$ cat src/rtl/psk_mod_pkg.sv
package psk_mod_pkg;

    localparam int AMP_W  = 8;
    localparam int PROD_W = 2 * AMP_W;
    localparam int DIFF_W = PROD_W + 1;
    localparam int OUT_W  = 16;
    localparam int PH_W   = 3;
    localparam int GRP_W  = 3;
    localparam int SAT_HI = (2 ** (OUT_W - 1)) - 1;
    localparam int SAT_LO = -(2 ** (OUT_W - 1));

    typedef logic signed [AMP_W-1:0]  amp_t;
    typedef logic signed [PROD_W-1:0] prod_t;
    typedef logic signed [DIFF_W-1:0] diff_t;
    typedef logic signed [OUT_W-1:0]  out_t;
    typedef logic [PH_W-1:0]          phase_t;

    typedef struct packed {
        logic [1:0]       nbits;
        logic [GRP_W-1:0] grp;
    } sym_t;

    typedef struct packed {
        amp_t i;
        amp_t q;
    } iq_t;

    // Group length for a mode code; unused code 0 behaves as one bit.
    function automatic logic [1:0] bits_of(input logic [1:0] m);
        case (m)
            2'd2:    return 2'd2;
            2'd3:    return 2'd3;
            default: return 2'd1;
        endcase
    endfunction

    // Shared eight-step amplitude table, 45 degrees per step.
    function automatic amp_t cos_tab(input phase_t k);
        case (k)
            3'd0:    return  8'sd127;
            3'd1:    return  8'sd90;
            3'd2:    return  8'sd0;
            3'd3:    return -8'sd90;
            3'd4:    return -8'sd127;
            3'd5:    return -8'sd90;
            3'd6:    return  8'sd0;
            default: return  8'sd90;
        endcase
    endfunction

    // sin(x) = cos(x - 90 degrees): two steps back on the same table.
    function automatic amp_t sin_tab(input phase_t k);
        return cos_tab(k - 3'd2);
    endfunction

    // Gray-decoded group to phase step, spread over the circle by mode.
    function automatic phase_t phase_of(input sym_t s);
        logic b2, b1, b0;
        case (s.nbits)
            2'd3: begin
                b2 = s.grp[2];
                b1 = b2 ^ s.grp[1];
                b0 = b1 ^ s.grp[0];
                return {b2, b1, b0};
            end
            2'd2: begin
                b1 = s.grp[1];
                b0 = b1 ^ s.grp[0];
                return {b1, b0, 1'b0};
            end
            default: return {s.grp[0], 2'b00};
        endcase
    endfunction

    function automatic out_t sat_out(input int v);
        if (v > SAT_HI)      return out_t'(SAT_HI);
        else if (v < SAT_LO) return out_t'(SAT_LO);
        else                 return out_t'(v);
    endfunction

endpackage

$ cat src/rtl/psk_bit_gather.sv
module psk_bit_gather
    import psk_mod_pkg::*;
(
    input  logic       clk,
    input  logic       rst,
    input  logic       in_valid,
    input  logic       in_bit,
    input  logic [1:0] mode_in,
    output logic       in_ready,
    output logic       grp_full,
    output sym_t       grp_out,
    input  logic       grp_take
);

    logic [1:0]       cnt;
    logic [1:0]       need;
    logic [GRP_W-1:0] sh;
    logic             full;
    logic             accept;
    logic [1:0]       eff_need;

    assign in_ready = !full;
    assign accept   = in_valid && !full;
    assign eff_need = (cnt == 2'd0) ? bits_of(mode_in) : need;

    always_ff @(posedge clk) begin
        if (rst) begin
            cnt  <= 2'd0;
            need <= 2'd1;
            sh   <= '0;
            full <= 1'b0;
        end else begin
            if (grp_take) full <= 1'b0;
            if (accept) begin
                sh <= {sh[GRP_W-2:0], in_bit};
                if (cnt == 2'd0) need <= bits_of(mode_in);
                if (cnt + 2'd1 == eff_need) begin
                    cnt  <= 2'd0;
                    full <= 1'b1;
                end else begin
                    cnt <= cnt + 2'd1;
                end
            end
        end
    end

    assign grp_full      = full;
    assign grp_out.nbits = need;
    assign grp_out.grp   = sh;

    // group length is frozen once the first bit is in
    assert_mode_held_R4: assert property (@(posedge clk) disable iff (rst)
        (cnt != 2'd0) |=> $stable(need));

    // bit count never reaches the group length
    assert_count_bound_R2: assert property (@(posedge clk) disable iff (rst)
        (cnt == 2'd0) || (cnt < need));

    // a waiting group is left untouched
    assert_group_held_R9: assert property (@(posedge clk) disable iff (rst)
        (full && !grp_take) |=> (full && $stable(sh) && $stable(need)));

endmodule

$ cat src/rtl/psk_symbol_seq.sv
module psk_symbol_seq
    import psk_mod_pkg::*;
#(
    parameter int SPS   = 4,
    parameter int ACC_W = 16
) (
    input  logic             clk,
    input  logic             rst,
    input  logic             grp_full,
    input  sym_t             grp_in,
    output logic             grp_take,
    input  logic [ACC_W-1:0] freq,
    output logic             busy,
    output iq_t              iq,
    output phase_t           car_idx
);

    localparam int SPS_W = (SPS > 1) ? $clog2(SPS) : 1;
    localparam logic [SPS_W-1:0] LAST_CNT = SPS_W'(SPS - 1);

    logic [SPS_W-1:0] scnt;
    logic [ACC_W-1:0] acc;
    phase_t           ph;
    logic             last;

    assign last     = busy && (scnt == LAST_CNT);
    assign grp_take = grp_full && (!busy || last);

    always_ff @(posedge clk) begin
        if (rst) begin
            busy <= 1'b0;
            scnt <= '0;
            ph   <= '0;
            acc  <= '0;
        end else begin
            if (busy) acc <= acc + freq;
            if (grp_take) begin
                busy <= 1'b1;
                scnt <= '0;
                ph   <= phase_of(grp_in);
            end else if (last) begin
                busy <= 1'b0;
                scnt <= '0;
            end else if (busy) begin
                scnt <= scnt + 1'b1;
            end
        end
    end

    assign iq.i    = cos_tab(ph);
    assign iq.q    = sin_tab(ph);
    assign car_idx = acc[ACC_W-1 -: PH_W];

    // a symbol is never cut short
    assert_sym_length_R6: assert property (@(posedge clk) disable iff (rst)
        (busy && scnt != LAST_CNT) |=> busy);

    // carrier only advances with emitted samples
    assert_acc_idle_R5: assert property (@(posedge clk) disable iff (rst)
        !busy |=> $stable(acc));

endmodule

$ cat src/rtl/psk_mix_path.sv
module psk_mix_path
    import psk_mod_pkg::*;
(
    input  amp_t  a,
    input  amp_t  b,
    output prod_t p
);

    assign p = a * b;

endmodule

$ cat src/rtl/psk_modulator.sv
module psk_modulator
    import psk_mod_pkg::*;
#(
    parameter int SPS   = 4,
    parameter int ACC_W = 16
) (
    input  logic             clk,
    input  logic             rst,
    input  logic             bit_valid,
    input  logic             bit_data,
    output logic             bit_ready,
    input  logic [1:0]       mode_sel,
    input  logic [ACC_W-1:0] freq_word,
    output logic             samp_valid,
    output logic [OUT_W-1:0] samp_data
);

    localparam int NPATH = 2;
    localparam int PEAK  = 2 * 127 * 127;

    logic   grp_full, grp_take, busy;
    sym_t   grp;
    iq_t    iq;
    phase_t car_idx;
    amp_t   op_a [NPATH];
    amp_t   op_b [NPATH];
    prod_t  prod [NPATH];
    diff_t  diff;

    psk_bit_gather u_gather (
        .clk      (clk),
        .rst      (rst),
        .in_valid (bit_valid),
        .in_bit   (bit_data),
        .mode_in  (mode_sel),
        .in_ready (bit_ready),
        .grp_full (grp_full),
        .grp_out  (grp),
        .grp_take (grp_take)
    );

    psk_symbol_seq #(.SPS(SPS), .ACC_W(ACC_W)) u_seq (
        .clk      (clk),
        .rst      (rst),
        .grp_full (grp_full),
        .grp_in   (grp),
        .grp_take (grp_take),
        .freq     (freq_word),
        .busy     (busy),
        .iq       (iq),
        .car_idx  (car_idx)
    );

    assign op_a[0] = iq.i;
    assign op_b[0] = cos_tab(car_idx);
    assign op_a[1] = iq.q;
    assign op_b[1] = sin_tab(car_idx);

    for (genvar g = 0; g < NPATH; g++) begin : g_path
        psk_mix_path u_mul (
            .a (op_a[g]),
            .b (op_b[g]),
            .p (prod[g])
        );
    end

    assign diff = DIFF_W'(prod[0]) - DIFF_W'(prod[1]);

    always_ff @(posedge clk) begin
        if (rst) begin
            samp_valid <= 1'b0;
            samp_data  <= '0;
        end else begin
            samp_valid <= busy;
            samp_data  <= busy ? sat_out(int'(diff)) : '0;
        end
    end

    // samples stay inside the reachable product range
    assert_sample_bound_R7: assert property (@(posedge clk) disable iff (rst)
        samp_valid |-> ($signed(samp_data) <= PEAK && $signed(samp_data) >= -PEAK));

    // output returns to zero when the stream stops
    assert_idle_zero_R8: assert property (@(posedge clk) disable iff (rst)
        $fell(samp_valid) |-> (samp_data == '0));

endmodule

$ cat config.mk
export PLATFORM = sky130hd
export DESIGN_NAME = psk_modulator
export DESIGN_NICKNAME = d
export VERILOG_FILES = /design/src/rtl/psk_mod_pkg.sv /design/src/rtl/psk_bit_gather.sv /design/src/rtl/psk_symbol_seq.sv /design/src/rtl/psk_mix_path.sv /design/src/rtl/psk_modulator.sv
export SDC_FILE = /design/constraint.sdc
export NUM_CORES = 1
export LEC_CHECK = 0
export BUFFER_PORTS_ARGS = -buffer_cell sky130_fd_sc_hd__buf_2
export CORE_MARGIN = 5
export CORE_UTILIZATION = 30
export CTS_CLUSTER_DIAMETER = 200
export DETAILED_ROUTE_END_ITERATION = 7
export HOLD_SLACK_MARGIN = 0.06
export SYNTH_ARGS = -nofsm -noshare
export SYNTH_HDL_FRONTEND = slang
export SYNTH_SLANG_ARGS = --single-unit
$ cat constraint.sdc
create_clock -name clk -period 9.35 [get_ports clk]
set_clock_uncertainty 0.15 [all_clocks]
set_input_delay 1.4025 -clock clk [delete_from_list [all_inputs] [get_ports clk]]
set_output_delay 1.4025 -clock clk [all_outputs]
set_load 0.01 [all_outputs]
# Word-level counts from Yosys, hierarchy flattened
# Index checks and enable logic that the tools add are counted.
[totals]
in_bits = 22
elab_cells = 89
out_inout_bits = 18
regBits = 47
[classes]
n_mul = 2
n_bitwise = 4
n_eq_ne = 26
addsub = 6
n_reduce_logical = 23
mux = 15
order_cmp = 2
[op_table]
columns = ["operator", "n"]
rows = [
  ["8-bit case mux with 4 select lines", 4],
  ["3-bit equality test (second input constant)", 12],
  ["8-bit by 8-bit multiplier with 16-bit output", 2],
  ["3-bit by 2-bit equality test with 1-bit output (second input constant)", 8],
  ["2-bit OR reduction", 9],
  ["17-bit by 16-bit greater-than comparator with 1-bit output (second input constant)", 1],
  ["17-bit by 16-bit < comparator with 1-bit output (second input constant)", 1],
  ["16-bit by 16-bit subtractor with 17-bit output", 1],
  ["16-bit adder", 1],
  ["16-bit two-way mux", 1],
  ["15-bit two-way mux", 1],
  ["3-bit logical NOT", 4],
  ["2-bit equality test (second input constant)", 5],
  ["3-bit case mux with 2 select lines", 1],
  ["3-bit OR reduction", 2],
  ["3-bit by 2-bit subtractor with 3-bit output (second input constant)", 2],
  ["1-bit two-way mux", 5],
  ["2-bit by 1-bit adder with 2-bit output (second input constant)", 2],
  ["2-bit two-way mux", 2],
  ["2-bit case mux with 2 select lines", 1],
  ["1-bit logical AND", 3],
  ["1-bit bitwise XOR", 3],
  ["2-bit equality test", 1],
  ["1-bit logical NOT", 2],
  ["other kinds (4)", 4],
]

# Logic depth before layout (Yosys ltp)
# Gate-level depths: netlist (run 1).
[logic_depth]
depth_word = 9
mapped_depth = 27
ltp_nobuf = 24

# Modules after synthesis
# Synthesis (run 1) repeated with hierarchy kept, for this count alone.
[hier_totals]
hier_cells = 1022
area_unflattened_um2 = 8683.3
[by_module_without_submodules]
columns = ["mod", "n_inst", "cells_per_inst", "area_each_um2", "seq_area_each_um2"]
rows = [
  ["psk_mix_path", 2, 289, 2532.4, 0.0],
  ["psk_symbol_seq", 1, 224, 1790.5, 440.4],
  ["psk_modulator", 1, 173, 1433.9, 340.3],
  ["psk_bit_gather", 1, 47, 394.1, 160.2],
]

# Worst setup path before layout (run 1)
# Ideal clock, no wire load.
[synth_path]
path_kind = "register -> register"
startpoint = "register u_seq.acc[14]"
endpoint = "register samp_data[11]"
stages_incl_launch_ff = 27
path_buffers = 2
t_required_ns = 9.065
period_less_slack_ns = 6.673
path_slack_ns = 2.677
setup_ns = 0.135
arrival_ns = 6.388
cell_sequence = "dfxtp_1 > clkbuf_1 > nand2b_1 > and2_1 > or2_2 > a21o_1 > inv_1 > nand2_1 > inv_1 > fa_1 > fa_1 > inv_1 > fa_1 > fa_1 > fa_1 > inv_1 > fa_1 > inv_1 > ha_1 > a21oi_1 > o21ai_0 > a21o_1 > o211ai_1 > nand3_1 > a21oi_4 > buf_6 > o31ai_2"
[synth_via]
elab_chain_len = 9
word_cells_on_any_way = 26
classes_between = "add/sub: 2; mul: 2; order compare: 2; eq/ne: 10; mux: 4; reduce/logical: 6"
[synth_lines]
columns = ["item", "line_no", "text"]
rows = [
  ["from (decl)", "psk_symbol_seq.sv:22", "logic [ACC_W-1:0] acc;"],
  ["from (signal assigned)", "psk_symbol_seq.sv:36", "if (busy) acc <= acc + freq;"],
  ["3-bit by 2-bit subtractor with 3-bit output", "psk_mod_pkg.sv:53", "return cos_tab(k - 3'd2);"],
  ["3-bit equality test or 3-bit by 2-bit equality test with 1-bit output (tied branches)", "psk_mod_pkg.sv:39", "case (k)"],
  ["2-bit OR reduction (no line)", "n/a", ""],
  ["8-bit case mux with 4 select lines", "psk_mod_pkg.sv:39", ""],
  ["8-bit by 8-bit multiplier with 16-bit output", "psk_mix_path.sv:9", "assign p = a * b;"],
  ["16-bit by 16-bit subtractor with 17-bit output *", "psk_modulator.sv:67", "assign diff = DIFF_W'(prod[0]) - DIFF_W'(prod[1]);"],
  ["17-bit by 16-bit < comparator with 1-bit output", "psk_mod_pkg.sv:77", "else if (v < SAT_LO) return out_t'(SAT_LO);"],
  ["16-bit two-way mux", "psk_mod_pkg.sv:77", ""],
  ["15-bit two-way mux *", "psk_mod_pkg.sv:76", "if (v > SAT_HI) return out_t'(SAT_HI);"],
  ["to (signal assigned)", "psk_modulator.sv:75", "samp_data <= busy ? sat_out(int'(diff)) : '0;"],
  ["to (decl)", "psk_modulator.sv:15", "output logic [OUT_W-1:0] samp_data"],
]
# Every way passes the cells marked *; elsewhere a longest branch is shown, timed or not.
# A chain may end at the register's enable or synchronous reset.

# Worst setup path after layout (run 1)
[layout_path]
startpoint = "register u_seq.acc[15]"
endpoint = "register samp_data[5]"
# Same word-level chain as after synthesis.

==> impl_metrics.env, run 1 <==
export IMPL_start_util_pct=30.4
export IMPL_drtPass1Iterations=5
export IMPL_gp_congestion=0.930
export IMPL_crit_family="adder cells"
export IMPL_ys_types=63
export IMPL_slowest_delay_ns=0.61
export IMPL_crit_top_cell="fa_1"
export IMPL_syn_area_per_cell_um2=8.84
export IMPL_fin_crit_sh_pct=81.5
export IMPL_areaGrowthSynthToFinish_pct=8.72
export IMPL_criticalPathCategory="reg2reg"
export IMPL_yosys_warnings=0
export IMPL_gr_usage_all_layers_pct=12.2
export IMPL_async_reset_ff_share_pct=0
export IMPL_maxSlewHeadroom_pct=49.6
export IMPL_cts_hold_repair_buffers=0
export IMPL_worst_pin_slew_ns=0.756
export IMPL_finalSetupViolCount=0
export IMPL_hold_violations=0
export IMPL_hp_class="reg2reg"
export IMPL_cts_buffers=5
export IMPL_core_mm2=0.0251
export IMPL_fp_row_count=58
export IMPL_grt_first_pass_wirelength_um=28700
export IMPL_die_area_mm2=0.0288
export IMPL_end_kind="flop"
export IMPL_tritoncts="done"
export IMPL_syn_inst=865
export IMPL_wire_per_inst_um=14.0
export IMPL_clk_pin_slew_ns=0.07
export IMPL_final_nets=1114
export IMPL_maxClockFrequency_ghz=0.131
export IMPL_clock_latency_ns=0.30
export IMPL_drt_total_wl_um=17100
export IMPL_via_count=5555
export IMPL_drt_iter0_drc=297
export IMPL_antenna_found_initial=0
export IMPL_syn_cell_area_mm2=0.00764
export IMPL_critPathMaxFanout=18
export IMPL_io_buffers=39
export IMPL_grt_max_degree=36
export IMPL_seq_area_frac_synth_pct=12.3
export IMPL_arrival_ns=7.64
export IMPL_ys_seq_elements=47
export IMPL_nFillCells=2674
export IMPL_rsz0062_at_grt="false"
export IMPL_worstPathRequired_ns=9.37
export IMPL_cap_violations=0
export IMPL_post_cts_buffers=0
export IMPL_status="finished, final reports clean"
export IMPL_multi_input_area_mm2=0.00584
export IMPL_setup_worst_path_start_class="flop"
export IMPL_slew_violations=0
export IMPL_io_pins=40
export IMPL_clock_path_buffers=2
export IMPL_drc=0
export IMPL_drive_above_1_share_pct=8.21
export IMPL_drtAntennaViolNets=0
export IMPL_synthFlopType="dfxtp_1"
export IMPL_synth_edf_count=0
export IMPL_antenna_cells=0
export IMPL_dieHeight_um=170
export IMPL_cts_sinks=47
export IMPL_die_x_um=170
export IMPL_root_buffer="clkbuf_16"
export IMPL_path_cells="nand2b_1 -> and2_1 -> nor3_1 -> nand2_1 -> fa_1 -> fa_1 -> fa_1 -> fa_1 -> fa_1 -> inv_1 -> fa_1 -> inv_1 -> ha_1 -> nor4_1 -> o21ai_1 -> a31oi_1 -> a21boi_0 -> o211ai_2 -> nand4_2 -> o41ai_1"
export IMPL_fin_crit_ns=7.62
export IMPL_cts_resized=0
export IMPL_setup_tns_ns=0
export IMPL_grt_pass1_vias=5625
export IMPL_slowest_stage="fa_1"
export IMPL_viasPerCell=4.56
export IMPL_grt_ovfl_total=0
export IMPL_syn_nets=1091
export IMPL_seq_area_um2=941
export IMPL_htreeDepth=2
export IMPL_path_buf_inv=2
export IMPL_hpwl_um=15000
[stage by stage]
| step | cells | cell area, µm² | setup WS (ns) | util [%] | hold slack [ns] |
|---|---|---|---|---|---|
| finish | 1219 | 8310 | 1.73 | 33.1 | 0.306 |
| floorplan | 865 | 7640 | 2.68 | - | 0.282 |
| global route | 1219 | 8310 | 1.29 | 33.1 | 0.337 |
| global placement | 1211 | 8140 | 1.91 | 32.4 | 0.292 |
| CTS | 1219 | 8310 | 1.78 | 33.1 | 0.308 |
| detailed placement | 1211 | 8140 | 1.83 | 32.4 | 0.298 |
[path summary, 6_finish.rpt]
path | startpoint | endpoint | slack (ns) | cells past startpoint
setup / recovery | u_seq.acc[15] | samp_data[5] | 1.73 | 20
hold / removal | u_gather.cnt[1] | u_gather.cnt[1] | 0.31 | 2
setup reg to reg | u_seq.acc[15] | samp_data[5] | 1.73 | 20
hold reg to reg | u_gather.cnt[1] | u_gather.cnt[1] | 0.31 | 2
[per-layer routing]
metal	part of all wire [%]	vias up	wire (µm)	GRT usage, %
met2	47	96	8070	20.0
li1	-	2795	-	-
met1	48	2652	8270	17.8
met3	3.4	12	587	1.51
met5	0	-	0	0
met4	1.1	0	194	1.86
[cell type report]
class	instances	share of cell area (%)
Tap cell	330	4.97
Multi-Input combinational cell	597	70.3
Clock buffer	5	1.51
Sequential cell	47	11.3
Inverter	198	9.00
Clock inverter	3	0.557
Timing Repair Buffer	39	2.35
[sequential cells by signal, indices dropped and copies added (netlist names)]
register and cells:
u_gather.cnt 2, u_seq.ph 3, samp_data 16, u_gather.grp_full 1, samp_valid 1, u_seq.busy 1
u_seq.scnt 2, u_seq.acc 16, u_gather.need 2, u_gather.sh 3
[layout by cell type (no fill, tap or decap), types with 5 or more instances in the layout]
| master | n |
|---|---|
| a21o_1 | 9 |
| or2_2 | 7 |
| o21ai_0 | 15 |
| o31ai_2 | 6 |
| o21ai_1 | 5 |
| nand2_1 | 52 |
| nand3_1 | 14 |
| fa_1 | 122 |
| o211ai_1 | 6 |
| xnor2_1 | 20 |
| nor3_1 | 15 |
| a31oi_1 | 6 |
| xor2_1 | 13 |
| a21oi_1 | 40 |
| inv_1 | 196 |
| ha_1 | 82 |
| dfxtp_1 | 47 |
| o41ai_1 | 5 |
| nand2b_1 | 9 |
| mux2i_1 | 8 |
| nor2b_1 | 10 |
| nor2_1 | 77 |
| clkbuf_16 | 5 |
| a211oi_1 | 7 |
| o21a_1 | 15 |
| buf_2 | 39 |
[cell families after synthesis]
group	share of synthesized area [%]
and+or+nand+nor	13.4
adders and majority gates	45.4
AOI/OAI and AO/OA	12.0
muxes	1.34
buffers and inverters	11.3
DFF	12.3
xor gates and xnor gates	4.29
[synthesized netlist by cell type (5+ instances only)]
cell type / number / area (µm²)
a211oi_1: 7 / 52.6
a21o_1: 9 / 67.6
a21oi_1: 40 / 200
a31oi_1: 6 / 37.5
clkbuf_1: 17 / 63.8
dfxtp_1: 47 / 941
fa_1: 122 / 2440
ha_1: 82 / 1030
inv_1: 196 / 736
mux2i_1: 8 / 80.1
nand2_1: 52 / 195
nand2b_1: 9 / 56.3
nand3_1: 14 / 70.1
nor2_1: 77 / 289
nor2b_1: 10 / 62.6
nor3_1: 15 / 75.1
o211ai_1: 6 / 45.0
o21a_1: 15 / 113
o21ai_0: 15 / 75.1
o21ai_1: 5 / 25.0
o31ai_2: 6 / 75.1
o41ai_1: 5 / 43.8
or2_2: 7 / 43.8
xnor2_1: 20 / 175
xor2_1: 13 / 114
[worst min-delay path, stage by stage, from the launching register on]
cell and delay, ns:
dfxtp_1 0.31, nand2_1 0.05, a21oi_1 0.05
Power of run 1 is left out: the tool's default activity adds up to more than one toggle a clock period on the data nets, which glitch-free logic cannot reach.
==> run 2, diff against run 1 <==
ABC_AREA = 1   (was default)
clock period = 6.8 ns   (was 9.35 ns; I/O delays follow)
==> impl_metrics.env, run 2 <==
export IMPL_status="finished, final reports clean"
export IMPL_dieHeight_um=170
export IMPL_via_count=6086
export IMPL_crit_top_cell="inv_1"
export IMPL_layout_common_cells="inv_1 (287), nand2_1 (131), fa_1 (122), nor2_1 (105), ha_1 (81)"
export IMPL_r2r_start="u_seq.ph[0]"
export IMPL_final_nets=1269
export IMPL_post_cts_buffers=0
export IMPL_slowest_stage="fa_1"
export IMPL_setup_worst_path_start_class="flop"
export IMPL_grt_first_pass_wirelength_um=30400
export IMPL_synth_edf_count=0
export IMPL_clk_pin_slew_ns=0.08
export IMPL_cts_buffers=5
export IMPL_htreeDepth=2
export IMPL_arrival_ns=6.47
export IMPL_post_place_cells=1366
export IMPL_setup_tns_ns=0
export IMPL_cts_sinks=47
export IMPL_grt_ovfl_total=0
export IMPL_maxSlewHeadroom_pct=18.8
export IMPL_yosys_warnings=0
export IMPL_root_buffer="clkbuf_16"
export IMPL_ys_seq_elements=47
export IMPL_criticalPathCategory="reg2reg"
export IMPL_path_buf_inv=8
export IMPL_slew_violations=0
export IMPL_synth_most_common_cell="inv_1"
export IMPL_async_reset_ff_share_pct=0
export IMPL_synthFlopType="dfxtp_1"
export IMPL_synth_top_area_share_pct=31.6
export IMPL_hold_violations=0
export IMPL_hold_depth=2
export IMPL_drc=0
export IMPL_worstPathRequired_ns=6.90
export IMPL_drive_above_1_share_pct=8.24
export IMPL_die_area_mm2=0.0290
export IMPL_synth_area_leaders="fa_1 (32%), inv_1 (14%), ha_1 (13%)"
export IMPL_layout_cells_non_filler=1374
export IMPL_fin_crit_sh_pct=93.7
export IMPL_slowest_delay_ns=0.56
export IMPL_finalSetupViolCount=0
export IMPL_crit_cells=26
export IMPL_hold_path_endpoint="u_gather.cnt[1]"
export IMPL_setup_slack_ns=0.428
export IMPL_end_kind="flop"
export IMPL_gp_congestion=0.926
export IMPL_ys_types=37
export IMPL_cap_violations=0
export IMPL_start_util_pct=30.6
export IMPL_cts_resized=0
export IMPL_hpwl_um=15200
export IMPL_clock_path_buffers=2
export IMPL_die_x_um=170
export IMPL_reg_top3="samp_data (16), u_seq.acc (16)"
export IMPL_seq_area_frac_synth_pct=12.2
export IMPL_drtPass1Iterations=5
export IMPL_drtAntennaViolNets=0
export IMPL_antenna_cells=0
export IMPL_syn_cell_area_mm2=0.00772
export IMPL_tritoncts="done"
export IMPL_maxClockFrequency_ghz=0.157
export IMPL_drt_total_wl_um=17300
export IMPL_gr_usage_all_layers_pct=12.8
export IMPL_hp_class="reg2reg"
export IMPL_hp_start="u_gather.cnt[1]"
export IMPL_synthTopCellsByCount="inv_1 (289), nand2_1 (132), fa_1 (122)"
export IMPL_syn_area_per_cell_um2=7.75
export IMPL_r2r_end="samp_data[14]"
export IMPL_syn_inst=996
export IMPL_areaGrowthSynthToFinish_pct=11.5
export IMPL_io_buffers=39
export IMPL_synth_top_area_cell="fa_1"
export IMPL_fin_crit_ns=6.37
export IMPL_place_ws_ns=0.00853
export IMPL_syn_nets=1222
export IMPL_viasPerCell=4.43
export IMPL_critPathMaxFanout=10
export IMPL_wire_per_inst_um=12.6
export IMPL_drt_iter0_drc=296
export IMPL_worst_pin_slew_ns=1.21
export IMPL_core_mm2=0.0253
export IMPL_grt_pass1_vias=6515
export IMPL_final_common_cell="inv_1"
export IMPL_io_pins=40
export IMPL_clock_latency_ns=0.31
export IMPL_fp_row_count=58
export IMPL_r2r_setup_slack_ns=0.43
export IMPL_grt_max_degree=25
export IMPL_reg2reg_depth=26
export IMPL_cts_hold_repair_buffers=0
export IMPL_antenna_found_initial=0
export IMPL_crit_family="adder cells"
## run 2: tightest hold or removal path, delay by kind of cell, from the launching register on
family             cells  cell delay (ns)
AOI/OAI and AO/OA      1             0.06
DFF                    1             0.31
and+or+nand+nor        1             0.06
## run 2: routing by layer
| metal | GRT usage [%] | routed length, µm |
|---|---|---|
| met5 | 0 | 0 |
| met2 | 22.2 | 8220 |
| met1 | 17.0 | 8240 |
| met4 | 2.50 | 255 |
| met3 | 2.04 | 625 |
## run 2: cell type report
| type | instances | area (µm²) |
|---|---|---|
| Clock buffer | 5 | 125 |
| Clock inverter | 3 | 46.3 |
| Fill cell | 2716 | 16600 |
| Inverter | 289 | 1080 |
| Multi-Input combinational cell | 652 | 5730 |
| Sequential cell | 47 | 946 |
| Tap cell | 330 | 413 |
| Timing Repair Buffer | 48 | 263 |
## run 2: kinds of logic (layout without fill, tap and decap cells)
kind of cell / Yosys count / after routing / share of synthesized area [%]
AO/OA/AOI/OAI: 107 / 107 / 7.62
multiplexers: 1 / 1 / 0.130
buffers and inverters: 297 / 345 / 14.6
XOR/XNOR: 36 / 36 / 4.18
AND/OR/NAND/NOR: 304 / 304 / 16.4
adder cells (fa/ha/maj): 204 / 204 / 44.9
flip-flops: 47 / 47 / 12.2
## run 2: worst max-delay path by stage
stage             startpoint            end  slack, ns
2_1_floorplan    u_seq.ph[0]  samp_data[14]       0.67
3_3_place_gp     u_seq.ph[0]   samp_data[6]       0.15
3_5_place_dp     u_seq.ph[0]   samp_data[8]      0.009
4_1_cts          u_seq.ph[0]  samp_data[14]      -0.02
5_1_grt        u_seq.acc[15]  samp_data[14]      -0.03
6_report         u_seq.ph[0]  samp_data[14]       0.43
## run 2: metrics by stage
stage               hold slack (ns)  instance area (µm²)  util (%)
floorplan                     0.287                 7720         -
global placement              0.306                 8360      33.1
detailed placement            0.307                 8360      33.1
CTS                           0.325                 8530      33.8
global route                  0.344                 8610      34.1
finish                        0.320                 8610      34.1
Power of run 2 is left out for the same reason.
==> run 3, diff against run 2 <==
ABC_AREA = default   (was 1)
==> impl_metrics.env, run 3 (same netlist as run 1, synthesis figures left out) <==
export IMPL_drtPass1Iterations=5
export IMPL_crit_cells=25
export IMPL_arrival_ns=6.60
export IMPL_layout_common_cells="inv_1 (193), fa_1 (120), ha_1 (79), nor2_1 (74), nand2_1 (46)"
export IMPL_drt_iter0_drc=335
export IMPL_reg2reg_depth=25
export IMPL_areaGrowthSynthToFinish_pct=15.3
export IMPL_clock_path_buffers=2
export IMPL_grt_max_degree=36
export IMPL_gp_congestion=0.885
export IMPL_clock_latency_ns=0.29
export IMPL_slew_violations=0
export IMPL_r2r_end="samp_data[12]"
export IMPL_seq_area_um2=950
export IMPL_die_x_um=170
export IMPL_nFillCells=2657
export IMPL_start_util_pct=30.4
export IMPL_r2r_start="u_seq.acc[15]"
export IMPL_fin_crit_sh_pct=96.4
export IMPL_status="finished, final reports clean"
export IMPL_tritoncts="done"
export IMPL_criticalPathCategory="reg2reg"
export IMPL_slowest_delay_ns=0.55
export IMPL_drc=0
export IMPL_end_kind="flop"
export IMPL_hold_violations=0
export IMPL_drtAntennaViolNets=0
export IMPL_worst_pin_slew_ns=0.769
export IMPL_root_buffer="clkbuf_16"
export IMPL_via_count=5814
export IMPL_crit_top_cell="fa_1"
export IMPL_grt_pass1_vias=6028
export IMPL_path_buf_inv=6
export IMPL_fp_row_count=58
export IMPL_cap_violations=0
export IMPL_clk_pin_slew_ns=0.07
export IMPL_slowest_stage="fa_1"
export IMPL_hpwl_um=15300
export IMPL_fin_crit_ns=6.55
export IMPL_crit_family="adder cells"
export IMPL_final_nets=1155
export IMPL_antenna_found_initial=0
export IMPL_drt_total_wl_um=17600
export IMPL_grt_ovfl_total=0
export IMPL_viasPerCell=4.61
export IMPL_layout_cells_non_filler=1260
export IMPL_setup_worst_path_start_class="flop"
export IMPL_maxSlewHeadroom_pct=48.7
export IMPL_die_area_mm2=0.0288
export IMPL_endpoint="samp_data[12]"
export IMPL_io_buffers=39
export IMPL_drive_above_1_share_pct=16.1
export IMPL_final_common_cell="inv_1"
export IMPL_multi_input_area_mm2=0.00601
export IMPL_htreeDepth=2
export IMPL_hp_class="reg2reg"
export IMPL_antenna_cells=0
export IMPL_finalSetupViolCount=0
export IMPL_cts_hold_repair_buffers=0
export IMPL_grt_first_pass_wirelength_um=29500
export IMPL_dieHeight_um=170
export IMPL_cts_buffers=5
export IMPL_critPathMaxFanout=15
export IMPL_maxClockFrequency_ghz=0.153
export IMPL_core_mm2=0.0251
export IMPL_worstPathRequired_ns=6.85
export IMPL_crit_start="u_seq.acc[15]"
export IMPL_r2r_setup_slack_ns=0.25
export IMPL_hp_start="u_gather.cnt[1]"
export IMPL_wire_per_inst_um=14.0
export IMPL_gr_usage_all_layers_pct=12.5
export IMPL_io_pins=40
export IMPL_cts_sinks=47
export IMPL_post_place_cells=1243
export IMPL_reg_top3="samp_data (16), u_seq.acc (16)"
==> run 3: changes by cell type in the layout (fill, tap and decap cells not counted), sizes merged, moves of 8 or more <==
cell / delta
nor3: +9
xnor2: +8
o21ai: -21
nor2: -31
nand2: -81
nand3: -30
buf: +32
o21a: +13
nor2b: +10
xor2: -10
inv: -91
nand2b: +9
==> run 3: layout make-up <==
cell class / instances / area share [%]
clock buffers: 5 / 1.42
inverters: 198 / 8.49
repair buffers: 80 / 6.08
multi-input cells: 597 / 68.2
well taps: 330 / 4.69
flip-flops and latches: 47 / 10.8
clock inverters: 3 / 0.312
==> run 3: per-layer routing <==
metal	wire, µm	GRT usage [%]	part of all wire, %
met1	8350	17.0	47
met2	8630	22.0	49
met3	466	1.58	2.6
met4	142	1.72	0.81
met5	0	0	0
==> run 3: timing repair <==
item / 4_1_cts / 5_1_grt
pin swaps: 1 / 10
gates resized for setup: 7 / 41
setup buffers: 0 / 9
setup endpoints to repair: 15 / 15
==> run 3: how the worst min path moves through the flow <==
stage          depth (start not counted)              end
5_1_grt                                2  u_gather.cnt[1]
4_1_cts                                2  u_gather.cnt[1]
6_report                               2  u_gather.cnt[1]
3_5_place_dp                           2  u_gather.cnt[1]
3_3_place_gp                           2  u_gather.cnt[1]
2_1_floorplan                          2  u_gather.cnt[1]
==> run 3: stage by stage <==
| stage | util (%) | hold WS, ns | cell area (µm²) | worst slack, ns | TNS, ns |
|---|---|---|---|---|---|
| 3_3_place_gp | 33.4 | 0.290 | 8390 | 0.0388 | 0 |
| 4_1_cts | 34.2 | 0.306 | 8580 | 0.0136 | 0 |
| 6_report | 35.1 | 0.305 | 8810 | 0.245 | 0 |
| 5_1_grt | 35.1 | 0.321 | 8810 | -0.0652 | -0.0961 |
| 2_1_floorplan | - | 0.282 | 7640 | 0.127 | 0 |
| 3_5_place_dp | 33.4 | 0.295 | 8390 | -0.0962 | -0.550 |
==> run 3: worst reg2reg max path, stage by stage, from the launching register on <==
cell,delay (ns)
dfxtp_1,0.32
nand2b_1,0.15
and2_1,0.17
or2_2,0.30
a21o_1,0.20
inv_2,0.08
nand2_2,0.09
inv_2,0.09
fa_1,0.42
fa_1,0.49
inv_1,0.05
fa_1,0.55
fa_1,0.44
fa_1,0.54
inv_1,0.05
fa_1,0.55
inv_1,0.07
ha_4,0.26
a21oi_2,0.11
o21ai_0,0.08
a21o_1,0.19
o211ai_1,0.25
a21o_1,0.27
a21oi_4,0.09
buf_12,0.16
o41ai_4,0.32
Power of run 3 is left out for the same reason.
